## src/rtl/i2c_ee_pkg.sv

```systemverilog
package i2c_ee_pkg;
  typedef enum logic [3:0] {
    ST_IDLE, ST_DEV, ST_DEV_ACK, ST_ADDR, ST_ADDR_ACK,
    ST_WDATA, ST_WDATA_ACK, ST_RDATA, ST_RACK
  } ee_state_e;
  localparam logic [3:0] TYPE_CODE = 4'b1010;
endpackage

```

## src/rtl/i2c_ee_sync.sv

```systemverilog
module i2c_ee_sync #(
  parameter int STAGES = 2
) (
  input  logic clk_i,
  input  logic rst_ni,
  input  logic scl_i,
  input  logic sda_i,
  output logic sda_o,
  output logic scl_rise_o,
  output logic scl_fall_o,
  output logic start_o,
  output logic stop_o
);
  logic [STAGES:0] scl_sh, sda_sh;
  logic scl_s, scl_p, sda_s, sda_p;

  always_ff @(posedge clk_i or negedge rst_ni)
    if (!rst_ni) begin
      scl_sh <= '1;
      sda_sh <= '1;
    end else begin
      scl_sh <= {scl_sh[STAGES-1:0], scl_i};
      sda_sh <= {sda_sh[STAGES-1:0], sda_i};
    end

  assign scl_s = scl_sh[STAGES-1];
  assign scl_p = scl_sh[STAGES];
  assign sda_s = sda_sh[STAGES-1];
  assign sda_p = sda_sh[STAGES];

  assign sda_o      = sda_s;
  assign scl_rise_o = scl_s & ~scl_p;
  assign scl_fall_o = ~scl_s & scl_p;
  assign start_o    = scl_s & scl_p & sda_p & ~sda_s;
  assign stop_o     = scl_s & scl_p & ~sda_p & sda_s;
endmodule

```

## src/rtl/i2c_ee_mem.sv

```systemverilog
module i2c_ee_mem #(
  parameter int AW = 8,
  parameter int DW = 8
) (
  input  logic          clk_i,
  input  logic          we_i,
  input  logic [AW-1:0] waddr_i,
  input  logic [DW-1:0] wdata_i,
  input  logic [AW-1:0] raddr_i,
  output logic [DW-1:0] rdata_o
);
  localparam int DEPTH = 1 << AW;
  logic [DW-1:0] arr [DEPTH];

  always_ff @(posedge clk_i)
    if (we_i) arr[waddr_i] <= wdata_i;

  assign rdata_o = arr[raddr_i];
endmodule

```

## src/rtl/i2c_ee_timer.sv

```systemverilog
module i2c_ee_timer #(
  parameter int CYCLES = 5000
) (
  input  logic clk_i,
  input  logic rst_ni,
  input  logic load_i,
  output logic busy_o
);
  localparam int CW = $clog2(CYCLES + 1);
  localparam logic [CW-1:0] LOAD_VAL = CW'(CYCLES);
  logic [CW-1:0] cnt_q;

  always_ff @(posedge clk_i or negedge rst_ni)
    if (!rst_ni)             cnt_q <= '0;
    else if (load_i)         cnt_q <= LOAD_VAL;
    else if (cnt_q != '0)    cnt_q <= cnt_q - 1'b1;

  assign busy_o = (cnt_q != '0);
endmodule

```

## src/rtl/i2c_eeprom_slave.sv

```systemverilog
module i2c_eeprom_slave
  import i2c_ee_pkg::*;
#(
  parameter int ADDR_W      = 8,
  parameter int PAGE_W      = 4,
  parameter int PROG_CYCLES = 5000,
  parameter int SYNC_STAGES = 2
) (
  input  logic       clk_i,
  input  logic       rst_ni,
  input  logic       scl_i,
  input  logic       sda_i,
  output logic       sda_oe_o,
  input  logic [2:0] chip_en_i,
  input  logic       wr_ctrl_i
);
  localparam logic [3:0] BYTE_END = 4'd8;

  ee_state_e         state_q;
  logic [3:0]        bitcnt_q;
  logic [7:0]        sh_q, tx_q, rdata;
  logic [ADDR_W-1:0] addr_q, page_inc;
  logic              sda_oe_q, rd_q, more_q, wr_pend_q;
  logic              sda_s, scl_rise, scl_fall, start, stop;
  logic              busy, sel_hit, mem_we, byte_done;

  i2c_ee_sync #(.STAGES(SYNC_STAGES)) u_sync (
    .clk_i, .rst_ni, .scl_i, .sda_i,
    .sda_o(sda_s), .scl_rise_o(scl_rise), .scl_fall_o(scl_fall),
    .start_o(start), .stop_o(stop)
  );

  i2c_ee_mem #(.AW(ADDR_W), .DW(8)) u_mem (
    .clk_i, .we_i(mem_we), .waddr_i(addr_q), .wdata_i(sh_q),
    .raddr_i(addr_q), .rdata_o(rdata)
  );

  i2c_ee_timer #(.CYCLES(PROG_CYCLES)) u_timer (
    .clk_i, .rst_ni, .load_i(stop & wr_pend_q), .busy_o(busy)
  );

  assign byte_done = scl_fall && (bitcnt_q == BYTE_END);
  assign sel_hit   = (sh_q[7:4] == TYPE_CODE) && (sh_q[3:1] == chip_en_i) && !busy;
  assign page_inc  = {addr_q[ADDR_W-1:PAGE_W], addr_q[PAGE_W-1:0] + 1'b1};
  assign mem_we    = !start && !stop && (state_q == ST_WDATA) && byte_done && !wr_ctrl_i;
  assign sda_oe_o  = sda_oe_q;

  always_ff @(posedge clk_i or negedge rst_ni)
    if (!rst_ni) begin
      state_q   <= ST_IDLE;
      bitcnt_q  <= '0;
      sh_q      <= '0;
      tx_q      <= '0;
      addr_q    <= '0;
      sda_oe_q  <= 1'b0;
      rd_q      <= 1'b0;
      more_q    <= 1'b0;
      wr_pend_q <= 1'b0;
    end else if (start) begin
      state_q  <= ST_DEV;
      bitcnt_q <= '0;
      sda_oe_q <= 1'b0;
    end else if (stop) begin
      state_q   <= ST_IDLE;
      sda_oe_q  <= 1'b0;
      wr_pend_q <= 1'b0;
    end else begin
      unique case (state_q)
        ST_DEV, ST_ADDR, ST_WDATA: begin
          if (scl_rise && bitcnt_q != BYTE_END) begin
            sh_q     <= {sh_q[6:0], sda_s};
            bitcnt_q <= bitcnt_q + 1'b1;
          end else if (byte_done) begin
            bitcnt_q <= '0;
            if (state_q == ST_DEV) begin
              if (sel_hit) begin
                sda_oe_q <= 1'b1;
                rd_q     <= sh_q[0];
                tx_q     <= rdata;
                state_q  <= ST_DEV_ACK;
              end else begin
                state_q  <= ST_IDLE;
              end
            end else if (state_q == ST_ADDR) begin
              addr_q   <= sh_q[ADDR_W-1:0];
              sda_oe_q <= 1'b1;
              state_q  <= ST_ADDR_ACK;
            end else begin
              sda_oe_q <= !wr_ctrl_i;
              if (!wr_ctrl_i) begin
                addr_q    <= page_inc;
                wr_pend_q <= 1'b1;
              end
              state_q <= ST_WDATA_ACK;
            end
          end
        end
        ST_DEV_ACK, ST_ADDR_ACK, ST_WDATA_ACK: begin
          if (scl_fall) begin
            if (state_q == ST_DEV_ACK && rd_q) begin
              sda_oe_q <= !tx_q[7];
              bitcnt_q <= 4'd1;
              state_q  <= ST_RDATA;
            end else begin
              sda_oe_q <= 1'b0;
              state_q  <= (state_q == ST_DEV_ACK) ? ST_ADDR : ST_WDATA;
            end
          end
        end
        ST_RDATA: begin
          if (scl_fall) begin
            if (bitcnt_q != BYTE_END) begin
              sda_oe_q <= !tx_q[6];
              tx_q     <= {tx_q[6:0], 1'b0};
              bitcnt_q <= bitcnt_q + 1'b1;
            end else begin
              sda_oe_q <= 1'b0;
              addr_q   <= addr_q + 1'b1;
              state_q  <= ST_RACK;
            end
          end
        end
        ST_RACK: begin
          if (scl_rise) begin
            more_q <= !sda_s;
          end else if (scl_fall) begin
            if (more_q) begin
              tx_q     <= rdata;
              sda_oe_q <= !rdata[7];
              bitcnt_q <= 4'd1;
              state_q  <= ST_RDATA;
            end else begin
              state_q  <= ST_IDLE;
            end
          end
        end
        default: ;
      endcase
    end
endmodule

```

## config.mk

```make
export PLATFORM = sky130hd
export DESIGN_NAME = i2c_eeprom_slave
export DESIGN_NICKNAME = d
export VERILOG_FILES = /design/src/rtl/i2c_ee_pkg.sv /design/src/rtl/i2c_ee_sync.sv /design/src/rtl/i2c_ee_mem.sv /design/src/rtl/i2c_ee_timer.sv /design/src/rtl/i2c_eeprom_slave.sv
export SDC_FILE = /design/constraint.sdc
export NUM_CORES = 2
export LEC_CHECK = 0
export BUFFER_PORTS_ARGS = -buffer_cell sky130_fd_sc_hd__buf_2
export CORE_MARGIN = 2
export CORE_UTILIZATION = 50
export DETAILED_ROUTE_END_ITERATION = 7
export HOLD_SLACK_MARGIN = 0.06
export PLACE_DENSITY = 0.63
export SETUP_SLACK_MARGIN = 0.2
export SLEW_MARGIN = 20
export SYNTH_ARGS = -nofsm -noshare
export SYNTH_HDL_FRONTEND = slang
export SYNTH_HIERARCHICAL = 1
export SYNTH_SLANG_ARGS = --single-unit
export TNS_END_PERCENT = 50
```

## constraint.sdc

```tcl
create_clock -name clk_i -period 10.1 [get_ports clk_i]
set_input_delay 1.01 -clock clk_i [delete_from_list [all_inputs] [get_ports clk_i]]
set_output_delay 1.01 -clock clk_i [all_outputs]
set_load 0.01 [all_outputs]
```

# Word level (Yosys, flattened, before mapping)
# Memories as Yosys holds them, arrays and structs flattened.
# Cells that the tools add are included.
# W data, S select, Z words.
# op_classes
addsub	4
n_eq_ne	47
mux	72
n_bitwise	15
reduce_logical	37
# ops
op	n
$mux W8	15
$mux W4	22
$ne A4 B4 Y1 const B	10
$ne A2 B2 Y1 const B	16
$pmux W4 S4	2
$reduce_and A9 Y1	3
$mux W13	2
$ne A3 B3 Y1 const B	8
$pmux W8 S3	1
$mux W1	23
$eq A4 B3 Y1 const B	4
$pmux W8 S2	1
$reduce_and A7 Y1	2
$reduce_bool A13 Y1	1
$sub A13 B1 Y13 const B	1
$eq A4 B4 Y1 const B	3
$reduce_and A12 Y1	1
$reduce_and A10 Y1	1
$logic_and A1 B1 Y1	9
$mux W3	3
$add A4 B1 Y4 const B	2
$add A8 B1 Y8 const B	1
$and A1 B1 Y1	8
$eq A4 B2 Y1 const B	2
15 further kinds	34
# totals
ff_bits	55
ramBits	2048
input_bits	8
out_inout_bits	1
elab_cells	189
n_memories	1
# memory_table
name	words	width	read_ports	rd_clocked_by_memory_dff	wr	line	source
u_mem.arr	256	8	1	0	1	i2c_ee_mem.sv:13	logic [DW-1:0] arr [DEPTH];

# Depth between registers and ports, before layout
# logic_depth
ltp_word	10
depth_mapped	14

# Hierarchy
# The synthesis kept the hierarchy.
# modules_own_cells
module	n_inst	cells_per_inst	area_each_um2
i2c_ee_mem	1	3725	79396.1
i2c_eeprom_slave	1	252	2338.5
i2c_ee_timer	1	74	706.9
i2c_ee_sync	1	10	190.2

# Worst setup path after synthesis
# OpenSTA, ideal clock, no wires.
# synth_path
path_kind	reg2reg
startpoint	register sh_q[3]
endpoint	register tx_q[1]
t_arrival_ps	4697
t_required_ps	9975
path_slack_ps	5278
stages_incl_launch_ff	6
n_path_buf	0
period_less_slack_ps	4822
cell_sequence	dfrtp_1 -> xor2_1 -> nor3_1 -> a31oi_1 -> nor4_4 -> mux2_2
# synth_between
elab_chain_cells	5
# synth_rtl
item	line	source
start: declaration	i2c_eeprom_slave.sv:21	logic [7:0] sh_q, tx_q, rdata;
start signal: assignment	i2c_eeprom_slave.sv:71	sh_q <= {sh_q[6:0], sda_s};
$eq A3 B3 Y1	i2c_eeprom_slave.sv:43	assign sel_hit = (sh_q[7:4] == TYPE_CODE) && (sh_q[3:1] == chip_en_i) && !busy;
$logic_and A1 B1 Y1 (2 in series)	i2c_eeprom_slave.sv:43	
$ne A2 B2 Y1 (no source line)	-	
$reduce_and A12 Y1 (no source line)	-	
end signal: assignment	i2c_eeprom_slave.sv:79	tx_q <= rdata;
end signal: assignment	i2c_eeprom_slave.sv:114	tx_q <= {tx_q[6:0], 1'b0};
end signal: assignment	i2c_eeprom_slave.sv:128	tx_q <= rdata;
end: declaration	i2c_eeprom_slave.sv:21	
# No other way between the ends.
# A chain may end at the register's enable or synchronous reset.

# Worst setup path after layout
# layout_path
startpoint	register addr_q[1]
endpoint	register tx_q[3]
# layout_between
elab_chain_cells	6
word_cells_on_any_way	9
# layout_rtl
item	line	source
start: declaration	i2c_eeprom_slave.sv:22	logic [ADDR_W-1:0] addr_q, page_inc;
start signal: assignment	i2c_eeprom_slave.sv:85	addr_q <= sh_q[ADDR_W-1:0];
start signal: assignment	i2c_eeprom_slave.sv:91	addr_q <= page_inc;
start signal: assignment	i2c_eeprom_slave.sv:118	addr_q <= addr_q + 1'b1;
$mem_v2 Z256 W8 (*)	-	
net rdata[3]	i2c_eeprom_slave.sv:21	
$mux W8	i2c_eeprom_slave.sv:76	if (sel_hit) begin
$mux W8	i2c_eeprom_slave.sv:75	if (state_q == ST_DEV) begin
$mux W8	i2c_eeprom_slave.sv:73	end else if (byte_done) begin
$mux W8	i2c_eeprom_slave.sv:70	if (scl_rise && bitcnt_q != BYTE_END) begin
$pmux W8 S3 (*)	i2c_eeprom_slave.sv:68	unique case (state_q)
# The timed path passes the listed nets; every way through them passes the cells marked *. The select of a mux whose other input is x is not followed.

==> out/results.ini <==
[outcome]
status = complete, no violations

[floorplan]
start_util_pct = 50.20
die_y_um = 410.5
core_area_um2 = 164600
ios = 9
die_area_um2 = 168500
fp-row-count = 149
fp.dieW_um = 410.5

[cts]
ctsHoldBuffers = 0
clockRootBuffer = clkbuf_16
post_cts_resized = 0
clk_latency_ns = 0.85
tritoncts = done
path_clk_slew_ns = 0.06
cts.sinks = 2103
cts.htree.levels = 4
cts_setup_buffers = 0
cts_buffers = 207
clock_path_buffers = 3

[synth]
synth_ff_type = edfxtp_1
yosysUniqueCellTypes = 84
ys_seq_elements = 2103
synthTopCellsByArea = edfxtp_1 (74%), mux4_2 (12%), mux2i_1 (1.7%), dfrtp_1 (1.5%), nor2_1 (1.4%)
yosysWarnings = 6
postSynthCellCount = 4061
synthesis.area_per_instance_um2 = 20.35
seq_area_frac_synth_pct = 76.10
synth_top_area_share_pct = 74.43
syn_nets = 4074
async_flop_share_pct = 2.615
synth_edf_count = 2048
synth_area_um2 = 82630
yosysTopAreaCell = edfxtp_1

[placement]
postPlaceCellArea_um2 = 84800
routabilityCongestion = 0.8343
io_buffers = 8
dp_hpwl_um = 118000

[sta]
skew_ns = 0.03036
fmax_mhz = 196.3
setup_viol = 0
grt_setup_unrepaired = false
hold_viol = 0
finalCritPeriodShare_pct = 50.44
min_period_ns = 5.094
tns_ns = 0
maxSlewViolCount = 0
worstMarginPinSlew_ns = 1.189
max-slew-margin-rel_pct = 20.51

[job]
cap_violations = 0

[cells_and_area]
fill_cells = 12209
nets = 4134
synthToLayoutAreaGrowth_pct = 10.82
drive_gt1_share_pct = 21.60
num_antenna_cells = 0
postLayoutCellArea_um2 = 91580

[detailed_routing]
wl_um = 200100
dr.pass1.iters = 5
viasPerCell = 6.373
dr_total_vias = 41338
wire_per_inst_um = 30.85
ant_nets = 0
drt_iter0_drc = 4952
drc = 0

[grt]
globalRouteTotalUtil_pct = 23.77
grt_max_degree = 222
grt_pass1_wl_um = 288800
grt_pass1_vias = 40642
antenna_found_initial = 2
grt_overflow = 0

[worst_hold_path]
hp-class = in -> reg

[power]
totalPowerFinal_w = 0.01983
ir_worst_vdd_mv = 0.2551
p_leak_nw = 27.75
powerDensity_nw_per_um2 = 216.6

[critical_path]
crit_path_start_kind = flop
crit_type = reg -> reg
crit_path_max_fanout = 124
crit_chain = buf_12 > buf_12 > mux4_2 > a22o_1 > a221oi_1 > o32ai_1 > nor3_1 > nor4_1 > mux2_2 > mux2_2
crit_slowest_cell = nor3_1
crit_path_max_incr_delay_ns = 0.84
end_kind = flop
cp.required_ns = 10.84
worstPathArrival_ns = 5.83

metrics by stage:
| step | util, % | setup slack, ns | cells | hold WS (ns) |
|---|---|---|---|---|
| global route | 55.63 | 4.946 | 6486 | 0.2254 |
| floorplan | - | 5.278 | 4061 | 0.3452 |
| global placement | 51.48 | 4.639 | 6095 | 0.3530 |
| detailed placement | 51.51 | 4.988 | 6098 | 0.3484 |
| CTS | 55.57 | 4.989 | 6483 | 0.2079 |
| finish | 55.63 | 5.006 | 6486 | 0.2680 |
cell usage in the layout (no fill, tap or decap), types with 13 or more instances in the layout:
| cell | n |
|---|---|
| a211oi_1 | 20 |
| a21oi_1 | 115 |
| a221oi_1 | 13 |
| a22oi_1 | 135 |
| buf_4 | 78 |
| bufinv_16 | 18 |
| clkbuf_1 | 45 |
| clkbuf_16 | 208 |
| clkinv_1 | 53 |
| clkinv_2 | 38 |
| dfrtp_1 | 35 |
| edfxtp_1 | 2048 |
| inv_1 | 15 |
| mux2_2 | 24 |
| mux2i_1 | 140 |
| mux4_2 | 454 |
| nand2_1 | 54 |
| nand3_1 | 50 |
| nor2_1 | 294 |
| nor2b_1 | 35 |
| nor3_1 | 31 |
| nor4_1 | 22 |
| o21ai_0 | 32 |
| o221ai_1 | 46 |
| o22ai_1 | 30 |
synth_stat cells (13+ instances only):
master	instances
nand2_1	54
edfxtp_1	2048
a221oi_1	13
mux2_2	24
mux2i_1	140
a21oi_1	115
buf_4	27
buf_1	22
mux4_2	454
inv_1	15
a22oi_1	135
o221ai_1	46
dfrtp_1	49
buf_2	38
buf_8	13
o21ai_0	32
a211oi_1	20
nor3_1	31
nor4_1	28
clkbuf_1	119
nor2_1	301
nor2b_1	38
o22ai_1	30
buf_6	22
nand3_1	50
flip-flops by register name, summed over array words and instances (netlist names):
register and flops:
addr_q 8, bitcnt_q 4, more_q 1, rd_q 1, sda_oe_o 1, sh_q 8, state_q 4, tx_q 8
u_mem/arr 2048, u_sync/scl_sh 3, u_sync/sda_sh 3, u_timer/cnt_q 13, wr_pend_q 1
where the power goes:
group	switching, W	internal, W	leakage, nW
Sequential	0.000297	0.0107	19.7
Clock	0.00326	0.00430	3.27
Combinational	0.00109	0.000235	4.77
Total	0.00465	0.0152	27.7
final timing paths:
kind	cells after the start	slack (ns)	end	startpoint
setup / recovery	10	5.01	tx_q[3]	addr_q[1]
setup reg to reg	10	5.01	tx_q[3]	addr_q[1]
max in group asynchronous	2	9.12	addr_q[0]	rst_ni
min in group asynchronous	2	0.33	u_timer/cnt_q[6]	rst_ni
hold reg to reg	0	0.36	u_sync/sda_sh[1]	u_sync/sda_sh[0]
hold / removal	1	0.27	u_sync/sda_sh[0]	sda_i
worst max-delay path: cells and delay by family (launching register included):
family	cells	cell delay (ns)
muxes	3	0.99
buffers and inverters	2	0.93
AOI/OAI and AO/OA	3	0.85
DFF	1	0.74
and+or+nand+nor	2	0.99
layout make-up:
cell class	instances	area, um^2	area share (%)
repair buffers	100	902.1	0.9851
clock inverters	126	1226	1.339
flip-flops and latches	2103	62930	68.72
multi-input cells	1693	18260	19.94
well taps	2189	2739	2.991
clock buffers	259	5456	5.958
inverters	16	60.06	0.06558
cell families (layout without fill, tap and decap cells):
kind of cell	after synthesis	count (layout)	share of synthesized area, %
multiplexers	620	620	14.46
buffers and inverters	265	501	1.918
XOR/XNOR	4	4	0.04241
AO/OA/AOI/OAI	466	466	3.911
AND/OR/NAND/NOR	598	598	3.492
flip-flops	2103	2103	76.10
adder cells (fa/ha/maj)	5	5	0.07571
layer usage:
layer | global-route usage, % | vias to the layer above | part of all wire (%)
met5 | 0 | - | 0
met4 | 6.561 | 0 | 2.4
met3 | 4.061 | 286 | 8.2
met2 | 36.69 | 1872 | 48
met1 | 35.35 | 22165 | 42
li1 | - | 17015 | -
No activity file was read; power rests on OpenSTA's default activity.
